`src/rtl/bufWordPort_pkg.sv`:
```
package bufWordPort_pkg;

  typedef enum logic [1:0] {
    SEL_CMD    = 2'd0,
    SEL_DATA   = 2'd1,
    SEL_COUNT  = 2'd2,
    SEL_STATUS = 2'd3
  } busSel_e;

  typedef enum logic [1:0] {
    SRC_ZERO   = 2'd0,
    SRC_RAM    = 2'd1,
    SRC_COUNT  = 2'd2,
    SRC_STATUS = 2'd3
  } rdSrc_e;

  typedef struct packed {
    logic   loadCount;
    logic   clearPtr;
    logic   writeWord;
    logic   readWord;
    logic   rdLoad;
    rdSrc_e rdSrc;
  } ctrlStrobes_t;

  localparam logic [6:0] CMD_BASE = 7'h41;

endpackage

```
`src/rtl/bufWordCtrl.sv`:
```
module bufWordCtrl
  import bufWordPort_pkg::*;
(
  input  logic         clk,
  input  logic         rstN,
  input  logic         busCs,
  input  logic         busWr,
  input  logic [1:0]   busSel,
  input  logic [15:0]  busWdata,
  input  logic         lastWord,
  output ctrlStrobes_t strobes,
  output logic         eotPulse,
  output logic         irqEot,
  output logic         bufDone
);

  typedef enum logic [1:0] {ST_IDLE, ST_READ, ST_WRITE} burstState_e;
  burstState_e state;

  logic cmdWrite, cmdValid, dataWrite, dataRead, statusWrite, advance;

  always_comb begin
    cmdWrite    = busCs && busWr && (busSel == SEL_CMD);
    cmdValid    = cmdWrite && (busWdata[6:0] == CMD_BASE) && (busWdata[15:8] == 8'h00);
    dataWrite   = busCs && busWr && (busSel == SEL_DATA);
    dataRead    = busCs && !busWr && (busSel == SEL_DATA);
    statusWrite = busCs && busWr && (busSel == SEL_STATUS);

    strobes.loadCount = busCs && busWr && (busSel == SEL_COUNT);
    strobes.clearPtr  = cmdValid;
    strobes.writeWord = dataWrite && (state == ST_WRITE);
    strobes.readWord  = dataRead && (state == ST_READ);
    strobes.rdLoad    = busCs && !busWr;
    unique case (busSel)
      SEL_DATA:   strobes.rdSrc = strobes.readWord ? SRC_RAM : SRC_ZERO;
      SEL_COUNT:  strobes.rdSrc = SRC_COUNT;
      SEL_STATUS: strobes.rdSrc = SRC_STATUS;
      default:    strobes.rdSrc = SRC_ZERO;
    endcase

    advance  = strobes.writeWord || strobes.readWord;
    eotPulse = advance && lastWord;
  end

  always_ff @(posedge clk) begin
    if (!rstN) begin
      state   <= ST_IDLE;
      irqEot  <= 1'b0;
      bufDone <= 1'b0;
    end else begin
      if (cmdValid)
        state <= busWdata[7] ? ST_WRITE : ST_READ;
      else if (eotPulse)
        state <= ST_IDLE;

      if (eotPulse)
        irqEot <= 1'b1;
      else if (statusWrite && busWdata[2])
        irqEot <= 1'b0;

      if (eotPulse)
        bufDone <= 1'b1;
      else if (cmdValid)
        bufDone <= 1'b0;
    end
  end

endmodule

```
`src/rtl/bufWordDatapath.sv`:
```
module bufWordDatapath
  import bufWordPort_pkg::*;
#(
  parameter int DEPTH_BYTES = 64,
  localparam int ADDR_W = $clog2(DEPTH_BYTES),
  localparam int PTR_W  = ADDR_W + 1
) (
  input  logic               clk,
  input  logic               rstN,
  input  ctrlStrobes_t       strobes,
  input  logic [15:0]        busWdata,
  input  logic               irqEot,
  input  logic               bufDone,
  output logic               lastWord,
  output logic [PTR_W-1:0]   ptr,
  output logic [15:0]        busRdata
);

  logic [7:0]       mem [DEPTH_BYTES];
  logic [PTR_W-1:0] byteCount;
  logic [ADDR_W-1:0] evenAddr, oddAddr;
  logic [PTR_W:0]   nextPtr;
  logic [15:0]      ramWord;

  always_comb begin
    evenAddr = {ptr[ADDR_W-1:1], 1'b0};
    oddAddr  = {ptr[ADDR_W-1:1], 1'b1};
    nextPtr  = {1'b0, ptr} + (PTR_W+1)'(2);
    lastWord = nextPtr >= {1'b0, byteCount};
    ramWord  = {mem[evenAddr], mem[oddAddr]};
  end

  always_ff @(posedge clk) begin
    if (strobes.writeWord) begin
      mem[evenAddr] <= busWdata[15:8];
      mem[oddAddr]  <= busWdata[7:0];
    end
  end

  always_ff @(posedge clk) begin
    if (!rstN) begin
      ptr       <= '0;
      byteCount <= '0;
      busRdata  <= '0;
    end else begin
      if (strobes.clearPtr)
        ptr <= '0;
      else if (strobes.writeWord || strobes.readWord)
        ptr <= nextPtr[PTR_W-1:0];

      if (strobes.loadCount)
        byteCount <= busWdata[PTR_W-1:0];

      if (strobes.rdLoad) begin
        unique case (strobes.rdSrc)
          SRC_RAM:    busRdata <= ramWord;
          SRC_COUNT:  busRdata <= 16'(byteCount);
          SRC_STATUS: busRdata <= {13'b0, irqEot, 1'b0, bufDone};
          default:    busRdata <= '0;
        endcase
      end
    end
  end

endmodule

```
`src/rtl/bufWordPort.sv`:
```
module bufWordPort
  import bufWordPort_pkg::*;
#(
  parameter int DEPTH_BYTES = 64,
  localparam int PTR_W = $clog2(DEPTH_BYTES) + 1
) (
  input  logic        clk,
  input  logic        rstN,
  input  logic        busCs,
  input  logic        busWr,
  input  logic [1:0]  busSel,
  input  logic [15:0] busWdata,
  output logic [15:0] busRdata,
  output logic        irqEot,
  output logic        bufDone
);

  ctrlStrobes_t     strobes;
  logic             lastWord;
  logic             eotPulse;
  logic [PTR_W-1:0] ptr;

  bufWordCtrl u_ctrl (
    .clk(clk), .rstN(rstN), .busCs(busCs), .busWr(busWr), .busSel(busSel),
    .busWdata(busWdata), .lastWord(lastWord), .strobes(strobes),
    .eotPulse(eotPulse), .irqEot(irqEot), .bufDone(bufDone)
  );

  bufWordDatapath #(.DEPTH_BYTES(DEPTH_BYTES)) u_dp (
    .clk(clk), .rstN(rstN), .strobes(strobes), .busWdata(busWdata),
    .irqEot(irqEot), .bufDone(bufDone), .lastWord(lastWord), .ptr(ptr),
    .busRdata(busRdata)
  );

endmodule

```
`config.mk`:
```
export PLATFORM = sky130hd
export DESIGN_NAME = bufWordPort
export DESIGN_NICKNAME = d
export VERILOG_FILES = /design/src/rtl/bufWordPort_pkg.sv /design/src/rtl/bufWordCtrl.sv /design/src/rtl/bufWordDatapath.sv /design/src/rtl/bufWordPort.sv
export SDC_FILE = /design/constraint.sdc
export NUM_CORES = 1
export LEC_CHECK = 0
export ABC_AREA = 1
export BUFFER_PORTS_ARGS = -buffer_cell sky130_fd_sc_hd__clkbuf_2
export CAP_MARGIN = 10
export CORE_UTILIZATION = 50
export CTS_CLUSTER_DIAMETER = 150
export DETAILED_ROUTE_END_ITERATION = 8
export GPL_ROUTABILITY_DRIVEN = 1
export HOLD_SLACK_MARGIN = 0.06
export PLACE_DENSITY = 0.71
export SETUP_SLACK_MARGIN = 0.15
export SYNTH_ARGS = -nofsm -noshare
export SYNTH_HDL_FRONTEND = slang
export SYNTH_SLANG_ARGS = --single-unit
export TNS_END_PERCENT = 5
```
`constraint.sdc`:
```
create_clock -name clk -period 5.2 [get_ports clk]
set_input_delay 0.26 -clock clk [delete_from_list [all_inputs] [get_ports clk]]
set_output_delay 0.26 -clock clk [all_outputs]
set_load 0.02 [all_outputs]
```
After elaboration in Yosys (flattened, before gate mapping)
Memories as Yosys holds them, arrays and structs flattened. A register that Yosys moved wholly into a read port is not among the register bits.
Cells that the tools add are included.
{ "classes": {"addsub": 1, "n_eq_ne": 9, "order_cmp": 1, "bitwise": 1, "muxes": 16, "reduce_logical": 20} }
{ "op_table": {"columns": ["cell", "count"], "rows": [
  ["$pmux W16 S3", 1],
  ["$mux W6", 4],
  ["$logic_and A1 B1 Y1", 13],
  ["$eq A2 B2 Y1 const B", 5],
  ["$add A7 B2 Y8 const B", 1],
  ["$ge A8 B7 Y1", 1],
  ["$logic_not A8 Y1", 1],
  ["$eq A7 B7 Y1 const B", 1],
  ["$mux W1", 7],
  ["$eq A2 B1 Y1 const B", 3],
  ["$mux W2", 3],
  ["$pmux W2 S3", 1],
  ["$reduce_bool A2 Y1", 2],
  ["$logic_not A2 Y1", 1],
  ["$reduce_or A2 Y1", 1],
  ["$logic_not A1 Y1", 1],
  ["$logic_or A1 B1 Y1", 1],
  ["$not A1 Y1", 1]
]} }
{ "word_totals": {"input_bits": 22, "ff_bits": 34, "out_inout_bits": 18, "word_cells": 55, "n_memories": 1, "ram_bits": 512} }
{ "memory_table": {"columns": ["name", "words", "width", "rd", "rd_clocked_by_memory_dff", "wr", "line_no", "text"], "rows": [
  ["u_dp.mem", 64, 8, 2, 2, 2, "bufWordDatapath.sv:19", "logic [7:0] mem [DEPTH_BYTES];"]
]} }

Logic depth before layout (Yosys ltp)
{ "depth": {"depth_word": 8, "depth_mapped": 12, "depth_no_buf": 12} }

Modules after synthesis
Synthesis repeated with hierarchy kept, for this count alone.
{ "hier_totals": {"hier_cells": 1800, "hier_area_um2": 22191.3} }
{ "modules_own_cells": {"columns": ["module", "area_per_inst_um2", "seq_area_each_um2", "cells_each", "n_inst"], "rows": [
  ["bufWordDatapath", 21863.5, 16055.4, 1745, 1],
  ["bufWordCtrl", 327.8, 80.1, 55, 1]
]} }

Worst setup path after synthesis
OpenSTA, ideal clock, no wires.
{ "synth_timing": {"path_kind": "reg-to-reg", "from": "register u_dp.ptr[1]", "to": "memory u_dp.mem[62][0] (enable)", "path_slack_ns": 2.948, "arrival_ns": 1.842, "path_stages_with_launch": 4, "path_buffers": 0, "synth_period_minus_slack_ns": 2.252, "required_time_ns": 4.791, "setup_time_ns": 0.409, "path_cell_list": "dfxtp_1 -> ha_1 -> nand2_1 -> nor3_1"} }
{ "synth_rtl": {"columns": ["item", "line_no", "text"], "rows": [
  ["start: declaration", "bufWordDatapath.sv:15", "output logic [PTR_W-1:0] ptr,"],
  ["start signal: assignment", "bufWordDatapath.sv:49", "ptr <= nextPtr[PTR_W-1:0];"],
  ["end: declaration", "bufWordDatapath.sv:19", null]
]} }

==> impl.org <==
** Worst setup path
- The most numerous cell type found on the critical path is sky130_fd_sc_hd__nand3_1.
- The cell family contributing the most delay on the critical path is simple AND/OR/NAND/NOR gates.
- Critical Path Max Stage Delay :: 0.84 ns
- For the worst setup path, the data required time is 5.64 ns.
- The worst setup path is launched from a flip-flop.
- Arrival @ worst endpoint :: 3.66 ns
- The slowest stage of the critical path is the sky130_fd_sc_hd__dfxtp_4 cell.
- The critical path goes through inv_6 -> buf_4 -> nand2_1 -> nand3_1 -> nand3_1 -> nand3_1 -> nand2_1 -> nand2_1 -> nand3_1 -> a21oi_1.
- Type of the worst setup path :: flip-flop to flip-flop
- STA classifies the critical path endpoint as a flip-flop.
- Of all nets on the critical path, the largest fanout is 120.
- Counting both buffers and inverters, the worst setup path holds a total of 2.

** STA
- Between clock sinks in the finished design, the worst skew comes to 0.0185 ns.
- The final critical path takes up 62.0% of the cycle.
- Timing would allow up to 0.310 GHz.
- Setup repair after global routing left no endpoint under its margin.
- For the final routed database, the setup TNS stands at 0 ns.
- The worst path needs 3.22 ns of the cycle, external delays included.
- Headroom to the max-slew limit came out at 20.8%.
- The final hold violation count came to 0.
- Setup ws final :: 1.98 ns
- Setup Viol. Count Final :: 0
- For the pin with the worst max-slew slack, the measured transition is 1.18 ns.
- The count of final max-slew check failures came to 0.

** Floorplan
- The die is 214 um tall.
- Die span in x :: 214 um
- Area of the core :: 44300 um^2
- I/O pin cnt :: 40
- For this configuration, the core starts out at a cell density of 50.8%.
- Placement row count :: 77
- The die covers 45900 um^2.

** Placement
- Placed Instance Area :: 23100 um^2
- At the end of routability-driven placement, the weighted congestion stood at 0.892.
- Detailed placer's ending HPWL :: 31800 um
- PortBufs :: 39
- Prior to clock tree synthesis, the placed netlist has a worst setup slack of 2.02 ns.

** Clocking
- TritonCTS built the clock tree.
- Counting every sink on the clock net gives 550.
- The H-tree was split into 2 levels.
- Insertion delay to the later sink of the worst-skew pair :: 0.60 ns
- Cts bufs inserted :: 53
- No sink is reached through more buffers than the 3 on the longest clock path.
- Clock transition at the registers of the reported paths :: 0.06 ns
- Clock tree synthesis selected as its root buffer the cell sky130_fd_sc_hd__clkbuf_16.

** Run
- The tool flagged a number of max-cap violations equal to 0.

** Logic synthesis
- Post-synth design cell area :: 22500 um^2
- Counting flops and latches in the post-synthesis netlist gives 550.
- sky130_fd_sc_hd__edfxtp_1 takes more of the synthesized area than any other cell.
- Post-synthesis cell type count :: 29
- List of most frequent post-synthesis cells :: sky130_fd_sc_hd__nand2_1, sky130_fd_sc_hd__edfxtp_1, sky130_fd_sc_hd__nand3_1
- Dominant register cell in the synthesized netlist :: sky130_fd_sc_hd__edfxtp_1
- After synthesis, the share of flip-flops with an asynchronous set or reset is 0%.
- Synthesis produced a netlist with a net count of 1977.
- Top-area cell type share of the netlist area :: 68.3%
- A synthesized cell averages 11.6 um^2.
- sky130_fd_sc_hd__nand2_1 is the most common cell in the netlist.
- Total of warnings raised by yosys :: 0
- The synthesized design contains 512 enable-type register cells.
- Gate Count Post-Synth :: 1945
- The share of the Yosys chip area taken by registers is 71.7%.
- Largest cells by area after synthesis :: sky130_fd_sc_hd__edfxtp_1, sky130_fd_sc_hd__nand2_1, sky130_fd_sc_hd__nand3_1

** Global route
- Number of global-route vias before repair :: 14600
- In the global route stage, overall resource usage came out at 25.4%.
- The first global-routing pass estimated 87500 um of wire.
- Summed over all layers, the global routing overflow is 0.
- Largest net degree at the start of global routing :: 121
- Initial antenna violation count :: 1

** Power and ir drop
- In this run the power density over the cells is 354 nW/um^2.
- Across the VDD grid, the largest voltage drop is 0.266 mV.
- P_leak :: 8.83 nW

** Cells and area
- Layout Area Growth over Synthesis :: 10.4%
- Final standard cell area without fillers :: 24900 um^2
- Antenna Diode Count :: 0
- Filler cells :: 3614
- Nets :: 2010
- Share of layout cells above drive strength 1 :: 8.70%

** Outcome
- The run finished with clean final reports.

** Drt
- The first detailed-routing pass ran for 5 iterations.
- Mean routed wirelength per cell :: 22.1 um
- In this run, the number of DRC markers left after iteration 0 of detailed routing was 2078.
- Detailed Route WL :: 57800 um
- Via-to-Cell Ratio :: 5.84
- Count of vias placed by the detailed router :: 15300
- DRC Markers :: 0
- Remaining number of nets flagged by the antenna check after routing :: 0

** Worst hold path
- The tightest min-delay check is of the primary input to flip-flop type.
per-stage QoR:
step | hold slack, ns | total power [mW] | util, % | instances
final | 0.122 | 8.81 | 56.1 | 2614
after global routing | 0.144 | 9.02 | 56.1 | 2614
after CTS | 0.105 | 8.84 | 56.1 | 2614
after detailed placement | 0.471 | 5.04 | 52.1 | 2513
after global placement | 0.471 | 5.04 | 52.1 | 2513
after floorplan | 0.359 | 4.95 | - | 1945
flip-flops by register name, indices dropped and copies added, names as in the netlist, named ones only:
signal / count
u_dp.ptr: 6
u_dp.mem: 512
u_dp.byteCount: 7
u_ctrl.irqEot: 1
u_ctrl.bufDone: 1
u_dp.busRdata: 16
u_ctrl.state: 2
final timing paths:
check | depth (start not counted) | from | end | slack [ns]
max | 10 | flip-flop | u_dp.busRdata[12]$_SDFFE_PN0N_ | 1.98
min | 4 | busSel[1] | u_ctrl.irqEot$_SDFFE_PN0P_ | 0.12
max reg2reg | 10 | flip-flop | u_dp.busRdata[12]$_SDFFE_PN0N_ | 1.98
min reg2reg | 2 | u_dp.busRdata[9]$_SDFFE_PN0N_ | u_dp.busRdata[9]$_SDFFE_PN0N_ | 0.48
cells by family after synthesis:
family	after synthesis	synth area share (%)
adder cells (fa/ha/maj)	10	0.556
AO/OA/AOI/OAI	54	1.27
buffers and inverters	156	4.16
XOR/XNOR	2	0.0778
AND/OR/NAND/NOR	1173	22.3
flip-flops	550	71.7
cell type report:
| type | count | area [um^2] | share of cell area (%) |
|---|---|---|---|
| multi-input cells | 1239 | 5450 | 21.9 |
| repair buffers | 90 | 596 | 2.40 |
| flip-flops and latches | 550 | 16100 | 65.0 |
| clock buffers | 69 | 1460 | 5.87 |
| inverters | 44 | 174 | 0.700 |
| well taps | 592 | 741 | 2.98 |
| clock inverters | 30 | 290 | 1.17 |
tightest hold or removal path: stages:
cell                       delay (ns)
sky130_fd_sc_hd__clkbuf_2        0.12
sky130_fd_sc_hd__nand2_1         0.07
sky130_fd_sc_hd__o21ai_0         0.08
sky130_fd_sc_hd__o21ai_0         0.13
power by group:
group,switching [mW],internal (mW),total [mW],leakage [nW]
clock,1.59,2.27,3.86,0.857
combinational,0.0993,0.0148,0.114,3.06
sequential,0.00131,4.83,4.83,4.91
routing by layer:
layer	share of wire [%]	vias up	GRT usage, %
met3	9.2	117	3.79
met4	3.4	0	10.5
met2	48	805	41.0
met5	0	-	0
met1	40	7444	34.6
li1	-	6891	-
cells in the final DEF (no fill, tap or decap):
master                            n
sky130_fd_sc_hd__nand2_1        639
sky130_fd_sc_hd__edfxtp_1       512
sky130_fd_sc_hd__nand3_1        472
sky130_fd_sc_hd__clkbuf_16       55
sky130_fd_sc_hd__nor2_1          50
sky130_fd_sc_hd__buf_4           48
sky130_fd_sc_hd__clkbuf_2        39
sky130_fd_sc_hd__inv_1           36
sky130_fd_sc_hd__dfxtp_1         35
sky130_fd_sc_hd__a21oi_1         33
sky130_fd_sc_hd__clkinv_1        16
sky130_fd_sc_hd__o21ai_0         11
sky130_fd_sc_hd__clkbuf_1        11
sky130_fd_sc_hd__clkinv_2        10
sky130_fd_sc_hd__ha_1            10
sky130_fd_sc_hd__bufinv_16        6
sky130_fd_sc_hd__nand4_1          5
sky130_fd_sc_hd__o21ai_1          4
sky130_fd_sc_hd__nor3_1           3
sky130_fd_sc_hd__clkbuf_8         3
sky130_fd_sc_hd__xor2_1           2
sky130_fd_sc_hd__inv_2            2
sky130_fd_sc_hd__nor2_2           2
sky130_fd_sc_hd__inv_6            2
sky130_fd_sc_hd__a22oi_1          2
sky130_fd_sc_hd__dfxtp_4          2
sky130_fd_sc_hd__dlygate4sd3_1    2
sky130_fd_sc_hd__a211oi_1         1
sky130_fd_sc_hd__nor3_2           1
sky130_fd_sc_hd__nand2_2          1
sky130_fd_sc_hd__inv_4            1
sky130_fd_sc_hd__o21ai_2          1
sky130_fd_sc_hd__o21a_1           1
sky130_fd_sc_hd__o211ai_1         1
sky130_fd_sc_hd__dfxtp_2          1
sky130_fd_sc_hd__clkinvlp_4       1
sky130_fd_sc_hd__buf_12           1
repair_timing:
| item | CTS | global route |
|---|---|---|
| hold buffers | 2 | 0 |
| buffers inserted | 0 | 0 |
| endpoints found under the hold margin | 8 | 0 |
| gates resized for setup | 0 | 0 |
(Power assumes the default switching activity.)
